$ cat src/rtl/xds_pkg.sv
package xds_pkg;
  typedef enum logic {
    PAIR_EMPTY = 1'b0,
    PAIR_HALF  = 1'b1
  } pair_st_t;

  function automatic int unsigned ceil_div(input int unsigned a, input int unsigned b);
    return (a + b - 1) / b;
  endfunction
endpackage

$ cat src/rtl/xds_sync.sv
module xds_sync #(
  parameter int W      = 1,
  parameter int STAGES = 2
) (
  input  logic         clk,
  input  logic         rst_n,
  input  logic [W-1:0] d,
  output logic [W-1:0] q
);
  logic [W-1:0] stg [STAGES];

  always_ff @(posedge clk) begin
    if (!rst_n) begin
      for (int i = 0; i < STAGES; i++) stg[i] <= '0;
    end else begin
      stg[0] <= d;
      for (int i = 1; i < STAGES; i++) stg[i] <= stg[i-1];
    end
  end

  assign q = stg[STAGES-1];
endmodule

$ cat src/rtl/xds_xor_tree.sv
module xds_xor_tree #(
  parameter int LANES = 115,
  parameter int GROUP = 16
) (
  input  logic             clk,
  input  logic             rst_n,
  input  logic [LANES-1:0] lanes,
  output logic             raw_q
);
  localparam int GROUPS = int'(xds_pkg::ceil_div(LANES, GROUP));

  logic [GROUPS-1:0] part;

  for (genvar g = 0; g < GROUPS; g++) begin : g_grp
    localparam int LO = g * GROUP;
    localparam int HI = (LO + GROUP - 1 < LANES) ? LO + GROUP - 1 : LANES - 1;
    assign part[g] = ^lanes[HI:LO];
  end

  always_ff @(posedge clk) begin
    if (!rst_n) raw_q <= 1'b0;
    else        raw_q <= ^part;
  end
endmodule

$ cat src/rtl/xds_strobe_edge.sv
module xds_strobe_edge #(
  parameter int SYNC_STAGES = 2
) (
  input  logic clk,
  input  logic rst_n,
  input  logic strobe_async,
  output logic rise
);
  logic strobe_s;
  logic strobe_prev;

  xds_sync #(.W(1), .STAGES(SYNC_STAGES)) u_sync (
    .clk(clk), .rst_n(rst_n), .d(strobe_async), .q(strobe_s)
  );

  always_ff @(posedge clk) begin
    if (!rst_n) strobe_prev <= 1'b0;
    else        strobe_prev <= strobe_s;
  end

  assign rise = strobe_s & ~strobe_prev;

  AST_RISE_SPACED: assert property (@(posedge clk) disable iff (!rst_n)
    rise |=> !rise);
endmodule

$ cat src/rtl/xds_pair_extract.sv
module xds_pair_extract #(
  parameter int CNT_W = 8
) (
  input  logic             clk,
  input  logic             rst_n,
  input  logic             en,
  input  logic             rise,
  input  logic             raw,
  output logic             out_valid,
  output logic             out_bit,
  output logic [CNT_W-1:0] drop_count
);
  import xds_pkg::*;

  localparam logic [CNT_W-1:0] CNT_MAX = '1;

  function automatic logic [CNT_W-1:0] sat_inc(input logic [CNT_W-1:0] v);
    return (v == CNT_MAX) ? v : v + 1'b1;
  endfunction

  pair_st_t st;
  logic     first_bit;
  logic     capture;
  logic     pair_close;
  logic     pair_unequal;

  assign capture      = rise & en;
  assign pair_close   = capture & (st == PAIR_HALF);
  assign pair_unequal = first_bit ^ raw;

  always_ff @(posedge clk) begin
    if (!rst_n) begin
      st         <= PAIR_EMPTY;
      first_bit  <= 1'b0;
      out_valid  <= 1'b0;
      out_bit    <= 1'b0;
      drop_count <= '0;
    end else begin
      out_valid <= 1'b0;
      if (capture) begin
        if (st == PAIR_EMPTY) begin
          st        <= PAIR_HALF;
          first_bit <= raw;
        end else begin
          st <= PAIR_EMPTY;
          if (pair_unequal) begin
            out_valid <= 1'b1;
            out_bit   <= first_bit;
          end else begin
            drop_count <= sat_inc(drop_count);
          end
        end
      end
    end
  end

  AST_VALID_ONE_CYCLE: assert property (@(posedge clk) disable iff (!rst_n)
    out_valid |=> !out_valid);
  AST_EMIT_EMPTIES_PAIR: assert property (@(posedge clk) disable iff (!rst_n)
    out_valid |-> st == PAIR_EMPTY);
  AST_HOLD_WHEN_DISABLED: assert property (@(posedge clk) disable iff (!rst_n)
    !en |=> $stable(st) && $stable(first_bit));
  AST_DROP_SATURATES: assert property (@(posedge clk) disable iff (!rst_n)
    drop_count == CNT_MAX |=> drop_count == CNT_MAX);
  AST_DROP_STEP_ONE: assert property (@(posedge clk) disable iff (!rst_n)
    drop_count != $past(drop_count) |-> drop_count == $past(drop_count) + 1'b1);
endmodule

$ cat src/rtl/xor_debias_sampler.sv
module xor_debias_sampler #(
  parameter int LANES       = 115,
  parameter int GROUP       = 16,
  parameter int SYNC_STAGES = 2,
  parameter int CNT_W       = 8
) (
  input  logic             clk,
  input  logic             rst_n,
  input  logic             en,
  input  logic [LANES-1:0] lanes_i,
  input  logic             strobe_i,
  output logic             out_valid,
  output logic             out_bit,
  output logic [CNT_W-1:0] drop_count
);
  logic [LANES-1:0] lanes_s;
  logic             raw_q;
  logic             strobe_rise;
  logic             capture_evt;

  xds_sync #(.W(LANES), .STAGES(SYNC_STAGES)) u_lane_sync (
    .clk(clk), .rst_n(rst_n), .d(lanes_i), .q(lanes_s)
  );

  xds_xor_tree #(.LANES(LANES), .GROUP(GROUP)) u_tree (
    .clk(clk), .rst_n(rst_n), .lanes(lanes_s), .raw_q(raw_q)
  );

  xds_strobe_edge #(.SYNC_STAGES(SYNC_STAGES)) u_edge (
    .clk(clk), .rst_n(rst_n), .strobe_async(strobe_i), .rise(strobe_rise)
  );

  xds_pair_extract #(.CNT_W(CNT_W)) u_pair (
    .clk(clk), .rst_n(rst_n), .en(en), .rise(strobe_rise), .raw(raw_q),
    .out_valid(out_valid), .out_bit(out_bit), .drop_count(drop_count)
  );

  assign capture_evt = strobe_rise & en;

  AST_OUTPUT_NEEDS_CAPTURE: assert property (@(posedge clk) disable iff (!rst_n)
    out_valid |-> $past(capture_evt));
  AST_DROP_NEEDS_CAPTURE: assert property (@(posedge clk) disable iff (!rst_n)
    drop_count != $past(drop_count) |-> $past(capture_evt));
  AST_RESET_QUIET: assert property (@(posedge clk)
    $past(!rst_n) |-> !out_valid && drop_count == '0);
endmodule

$ cat config.mk
export PLATFORM = sky130hd
export DESIGN_NAME = xor_debias_sampler
export DESIGN_NICKNAME = d
export VERILOG_FILES = /design/src/rtl/xds_pkg.sv /design/src/rtl/xds_sync.sv /design/src/rtl/xds_xor_tree.sv /design/src/rtl/xds_strobe_edge.sv /design/src/rtl/xds_pair_extract.sv /design/src/rtl/xor_debias_sampler.sv
export SDC_FILE = /design/constraint.sdc
export NUM_CORES = 1
export LEC_CHECK = 0
export BUFFER_PORTS_ARGS = -buffer_cell sky130_fd_sc_hd__buf_4
export CORE_ASPECT_RATIO = 0.9
export CORE_MARGIN = 1.5
export CORE_UTILIZATION = 50
export DETAILED_ROUTE_END_ITERATION = 12
export GPL_ROUTABILITY_DRIVEN = 0
export PLACE_DENSITY = 0.77
export SLEW_MARGIN = 20
export SYNTH_ARGS = -nofsm -noshare
export SYNTH_HDL_FRONTEND = slang
export SYNTH_SLANG_ARGS = --single-unit
$ cat constraint.sdc
create_clock -name clk -period 2.2 [get_ports clk]
set_input_delay 0.44 -clock clk [delete_from_list [all_inputs] [get_ports clk]]
set_output_delay 0.44 -clock clk [all_outputs]
set_load 0.005 [all_outputs]
==> results of run 1 <==
## where the power goes
group / total [uW] / internal [uW] / leakage [uW] / switching [uW]
logic: 1010 / 667 / 0.00170 / 345
registers: 4740 / 4670 / 0.00203 / 69.4
clock network: 3550 / 2030 / 0.000336 / 1520
## final cells by class
cell class,count,share of cell area (%)
Sequential cell,246,51.1
Multi-Input combinational cell,389,28.6
Timing Repair Buffer,131,10.5
Clock buffer,32,6.64
Tap cell,202,2.62
Clock inverter,8,0.506
Inverter,1,0.0390
## cells in the mapped netlist, drive strengths merged
master  count
inv         1
o21a        1
mux2i       1
nand2       5
clkbuf     27
and3        1
xnor2      97
nand3       1
nand3b      1
nor3        1
or3         2
nor2        4
nand4       3
xor2       17
a21boi      4
nand4b      1
and2      240
dfxtp     246
ha          1
o21ai       5
nor2b       1
xnor3       3
## worst reg2reg max path, stage by stage (launching register included)
cell     delay, ns
dfxtp_1       0.31
xnor2_1       0.19
xnor2_1       0.15
xnor2_1       0.14
xnor3_1       0.43
xnor3_1       0.23
xnor3_1       0.37
and2_1        0.16
## cells by family (layout without fill, tap and decap cells)
group                    Yosys count  count (layout)  synth area share [%]
AND/OR/NAND/NOR                  260             260                  20.6
flip-flops                       246             246                  63.2
XOR/XNOR                         117             117                  13.7
buffers and inverters             28             172                  1.35
AO/OA/AOI/OAI                     10              10                 0.803
adder cells (fa/ha/maj)            1               1                 0.161
multiplexers                       1               1                 0.129
## stage by stage
stage                     TNS [ns]  power (uW)  worst slack, ns  std cells
after CTS                        0        9450           0.0284       1009
final                            0        9300            0.119       1009
after global placement           0        5850           0.0179        969
after floorplan                  0        5580           0.0854        663
after detailed placement   -0.0581        5890          -0.0581        969
after global routing             0        9720           0.0119       1009
## final timing paths
check	cells past startpoint	slack, ns	startpoint	to
setup / recovery	7	0.12	u_lane_sync.stg[0][182]	u_tree.raw_q
hold / removal	2	0.16	lanes_i[40]	u_lane_sync.stg[0][40]
setup reg to reg	7	0.12	u_lane_sync.stg[0][182]	u_tree.raw_q
hold reg to reg	1	0.43	u_lane_sync.stg[0][102]	u_lane_sync.stg[0][217]
## registers in the layout, indices dropped and copies added, names as in the netlist
name                flops
u_pair.out_bit          1
u_tree.raw_q            1
u_lane_sync.stg       230
u_edge.u_sync.stg       2
u_pair.drop_count       8
u_edge.strobe_prev      1
u_pair.out_valid        1
u_pair.st               1
u_pair.first_bit        1
## repair_timing
item / in CTS / in global routing
gates resized for setup: 0 / 0
cloned: 0 / 0
hold buffers: 0 / 0
endpoints found under the setup margin: 1 / 1
pin swaps: 4 / 2
setup buffers: 0 / 0
## per-layer routing
layer  wire length (um)  track usage, %  up-vias
met1               5110            17.1     1940
met2               5400            25.1      114
met3                672            3.63       16
met5                  0               0        -
met4                203            4.03        0
li1                   -               -     2274
==> run_results.csv, run 1 <==
group,metric,value,unit
outcome,outcome,"completed",
sta,timing_worst_slew_pin_value,0.442,ns
power,vdd.ir_drop.worst,0.698,mV
place,placement.cell_area,0.00895,mm2
job,cap_violations,0,
floorplan,chipHeight,121,um
logic_synthesis,ys_seq_elements,246,
worst_setup_path,worst_ep_required_time,2.58,ns
logic_synthesis,syn_inst,663,
route,drc,0,
cts,max-clock-path-buffers,3,
sta,timing_limited_maximum_frequency,481,MHz
route,detailedRoute.firstPassIterationCount,4,
logic_synthesis,yosys_warnings,0,
cts,numCtsBuffers,23,
hold_path,hold_class,"in -> reg",
global_route,largest_net_degree_at_the_start_of_global_routing,101,
cts,clk_root_buffer_cell,"clkbuf_16",
global_route,antenna_found_initial,0,
worst_setup_path,worstPathBufferInverterCount,0,
route,dr_total_vias,4344,
floorplan,core,0.0153,mm2
logic_synthesis,synth_top_area_cell,"dfxtp_1",
sta,timing.final.crit_share,94.6,%
worst_setup_path,critical_path_peak_fanout,1,
sta,finalClockSkew,0.00389,ns
cells_and_area,fillerInstances,1223,
cells_and_area,layout.nets,912,
sta,hold_ws,0.156,ns
place,hpwl_after_detailed_placement,7.87,mm
worst_setup_path,worst-endpoint-arrival,2.46,ns
route,avgViaCountPerCell,4.31,
cts,cts.reportedPaths.clkPinSlew,0.06,ns
sta,timing_hold_violations_final,0,
floorplan,placementRows,43,
cells_and_area,drive_gt1_share,20.4,%
global_route,grt.overflow.total,0,
cells_and_area,final_util,62.8,%
cells_and_area,multiInputGateArea,0.00276,mm2
cells_and_area,ff_latch_area,0.00492,mm2
worst_setup_path,worstSetupPathType,"reg -> reg",
floorplan,pin_count,129,
place,io_buffer_count,128,
cells_and_area,areaGrowthSynthToFinish,23.7,%
floorplan,start_util,50.8,%
global_route,grt_pass1_vias,4269,
route,initialDrtViolationCount,97,
worst_setup_path,cp_cell_sequence,"xnor2_1 > xnor2_1 > xnor2_1 > xnor3_1 > xnor3_1 > xnor3_1 > and2_1",
sta,rsz0062_at_grt,"false",
route,route.detailed.wl_per_inst,11.3,um
worst_setup_path,critical_path.endpoint_type,"flop",
cells_and_area,mostFrequentLayoutCells,"246 x dfxtp_1, 240 x and2_1, 129 x buf_4",
power,power.density,966,mW/mm2
sta,slew_headroom,70.5,%
logic_synthesis,post_synth_num_cell_types,22,
cells_and_area,num_antenna_cells,0,
logic_synthesis,syn_avg_cell_area,11.7,um2
logic_synthesis,share_of_yosys_cell_area_claimed_by_the_top_area_cell_type,63.2,%
global_route,wire_length_of_the_first_global_routing_pass,18.8,mm
floorplan,die_area,0.0163,mm2
worst_setup_path,slowest_delay,0.43,ns
logic_synthesis,synth.cell_area,0.00779,mm2
global_route,grt_util_all_layers,14.2,%
logic_synthesis,ys_top_cells_by_area,"dfxtp_1 63%, and2_1 19%, xnor2_1 11%",
cts,tritoncts,"yes",
power,total_leakage_power,0.00407,uW
cells_and_area,postLayoutCellArea,0.00963,mm2
cts,h-tree-depth,1,
worst_setup_path,crit_path_start_kind,"flop",
worst_setup_path,critical-path-top-delay-family,"XOR/XNOR gates",
sta,report.final.slew_viol_count,0,
logic_synthesis,synth-seq-area-share,63.2,%
sta,period_minus_slack,2.08,ns
cts,clock-sinks,246,
floorplan,die_width,135,um
route,antenna_nets_post_route,0,
sta,setup_violations,0,
logic_synthesis,synth.net_count,783,
cells_and_area,layout_commonest_cell,"dfxtp_1",
worst_setup_path,crit_path_top_delay_cell,"xnor3_1",
cts,insertion_delay,0.49,ns
route,drt-total-wl,11.4,mm
No activity file was read; power rests on OpenSTA's default activity.
==> run 2: changes to the inputs <==
==> constraint.sdc (replaced) <==
create_clock -name clk -period 2.2 [get_ports clk]
set_input_delay 0.11 -clock clk [delete_from_list [all_inputs] [get_ports clk]]
set_output_delay 0.11 -clock clk [all_outputs]
set_load 0.005 [all_outputs]
==> run_results.csv, run 2 (synthesis gave the netlist of run 1 again) <==
group,metric,value,unit
global_route,antenna_found_initial,0,
power,combPwrFrac,12.6,%
sta,rsz0062_at_grt,"false",
worst_setup_path,critical_path.endpoint_type,"flop",
route,initialDrtViolationCount,116,
worst_setup_path,slowest_delay,0.45,ns
worst_setup_path,worstPathBufferInverterCount,0,
route,route.detailed.wl_per_inst,12.4,um
cells_and_area,final-instance-count-excl-fill,1126,
floorplan,start_util,50.8,%
power,total_leakage_power,0.00457,uW
floorplan,die_area,0.0163,mm2
cells_and_area,drive_gt1_share,18.2,%
sta,finalClockSkew,0.00686,ns
floorplan,chipHeight,121,um
sta,timing.final.crit_share,96.5,%
worst_setup_path,reg2reg_from,"u_lane_sync.stg[0][207]",
cts,h-tree-depth,1,
sta,period_minus_slack,2.12,ns
sta,timing_worst_slew_pin_value,0.445,ns
cells_and_area,areaGrowthSynthToFinish,39.1,%
cts,max-clock-path-buffers,3,
route,dr_total_vias,4822,
worst_setup_path,cp_common_cell,"xnor2_1",
worst_setup_path,regToRegSetupSlack,0.08,ns
outcome,outcome,"completed",
cells_and_area,multiInputGateArea,0.00278,mm2
cells_and_area,layout_commonest_cell,"dfxtp_1",
global_route,largest_net_degree_at_the_start_of_global_routing,101,
global_route,grt.overflow.total,0,
cells_and_area,mostFrequentLayoutCells,"246 x dfxtp_1, 240 x and2_1, 129 x buf_4",
global_route,grt_util_all_layers,17.3,%
sta,setup_violations,0,
floorplan,core,0.0153,mm2
power,total_power,9510,uW
cts,clk_root_buffer_cell,"clkbuf_16",
power,seq_power_share,49.9,%
hold_path,hold_class,"in -> reg",
worst_setup_path,crit_path_top_delay_cell,"xnor3_1",
sta,report.final.slew_viol_count,0,
cells_and_area,num_antenna_cells,0,
place,io_buffer_count,128,
cts,insertion_delay,0.49,ns
worst_setup_path,worst-path-stages,7,
cells_and_area,layout.nets,1029,
cts,cts_post_setup_buffers_inserted,0,
global_route,wire_length_of_the_first_global_routing_pass,22.6,mm
cts,tritoncts,"yes",
cells_and_area,reg.largest.list,"u_lane_sync.stg x230, u_pair.drop_count x8, u_edge.u_sync.stg x2",
cts,numCtsBuffers,23,
power,switching_share,21.1,%
route,avgViaCountPerCell,4.28,
floorplan,pin_count,129,
floorplan,placementRows,43,
place,hpwl_after_detailed_placement,7.87,mm
worst_setup_path,crit_path_start_kind,"flop",
job,cap_violations,0,
sta,timing_hold_violations_final,0,
place,place.detailed.instances,969,
worst_setup_path,critical_path_peak_fanout,1,
worst_setup_path,rr_endpoint,"u_tree.raw_q",
route,drc,0,
worst_setup_path,startpoint,"u_lane_sync.stg[0][207]",
route,detailedRoute.firstPassIterationCount,4,
cells_and_area,largest_register_ff_count,230,
power,power.density,878,mW/mm2
place,preCtsSetupSlack,-0.0581,ns
cells_and_area,ff_latch_area,0.00492,mm2
worst_setup_path,critical-path-top-delay-family,"XOR/XNOR gates",
power,internal_power,7500,uW
power,clkPwrFrac,37.6,%
cts,cts.reportedPaths.clkPinSlew,0.06,ns
sta,slew_headroom,70.4,%
worst_setup_path,worst_ep_required_time,2.58,ns
sta,timing_limited_maximum_frequency,471,MHz
global_route,grt_pass1_vias,5016,
sta,hold_ws,0.116,ns
route,drt-total-wl,13.9,mm
sta,timing.final.ws_setup,0.0768,ns
power,net-switching-power,2000,uW
worst_setup_path,worst-endpoint-arrival,2.50,ns
worst_setup_path,rr_worst_depth,7,
worst_setup_path,cp-endpoint,"u_tree.raw_q",
cells_and_area,largest-register,"u_lane_sync.stg",
power,vdd.ir_drop.worst,0.680,mV
cts,clock-sinks,246,
cells_and_area,fillerInstances,1035,
worst_setup_path,worstSetupPathType,"reg -> reg",
floorplan,die_width,135,um
route,antenna_nets_post_route,0,
worst_setup_path,cp_cell_sequence,"xor2_1 > xnor2_1 > xnor2_1 > xnor2_1 > xnor3_1 > xnor3_1 > and2_1",
[run 2: cell types whose count changed in the layout (fill, tap and decap cells not counted), sizes merged]
cell / change
dlygate4sd3: +117
[run 2: how the worst min path moves through the flow]
stage	cells after the start	startpoint	end	slack (ns)
4_1_cts	2	rst_n	u_lane_sync.stg[0][76]	0.11
3_3_place_gp	2	lanes_i[2]	u_lane_sync.stg[0][2]	0.32
5_1_grt	2	rst_n	u_lane_sync.stg[0][86]	0.13
3_5_place_dp	2	lanes_i[33]	u_lane_sync.stg[0][33]	0.32
6_report	2	rst_n	u_lane_sync.stg[0][91]	0.12
2_1_floorplan	1	strobe_i	u_edge.u_sync.stg[0][0]	0.24
[run 2: power groups by stage]
stage          clock, uW  combinational, uW  sequential [uW]
3_3_place_gp           0               1020             4830
6_report            3570               1200             4740
4_1_cts             3670               1210             4740
5_1_grt             3850               1310             4760
3_5_place_dp           0               1050             4840
2_1_floorplan          0                765             4820
[run 2: timing repair]
action,in CTS,in global routing
endpoints found under the hold margin,117,0
pin swaps,4,2
hold buffers,117,0
endpoints found under the setup margin,1,1
resized for setup,0,3
[run 2: area by class of cell]
class | instances | share of cell area [%]
Clock inverter | 8 | 0.451
Clock buffer | 32 | 5.90
Tap cell | 202 | 2.33
Inverter | 1 | 0.0347
Sequential cell | 246 | 45.5
Timing Repair Buffer | 248 | 20.1
Multi-Input combinational cell | 389 | 25.7
[run 2: per-stage QoR]
step | utilization [%] | TNS, ns | area, um2
after floorplan | - | 0 | 7790
final | 70.6 | 0 | 10800
after global routing | 70.6 | 0 | 10800
after global placement | 58.3 | 0 | 8950
after detailed placement | 58.3 | -0.0581 | 8950
after CTS | 70.5 | 0 | 10800
[run 2: metal layers]
layer	up-vias	routed length, um	GRT usage, %
met5	-	0	0
met1	2180	5900	19.1
met4	0	223	4.30
li1	2508	-	-
met3	18	683	3.68
met2	116	7130	33.6
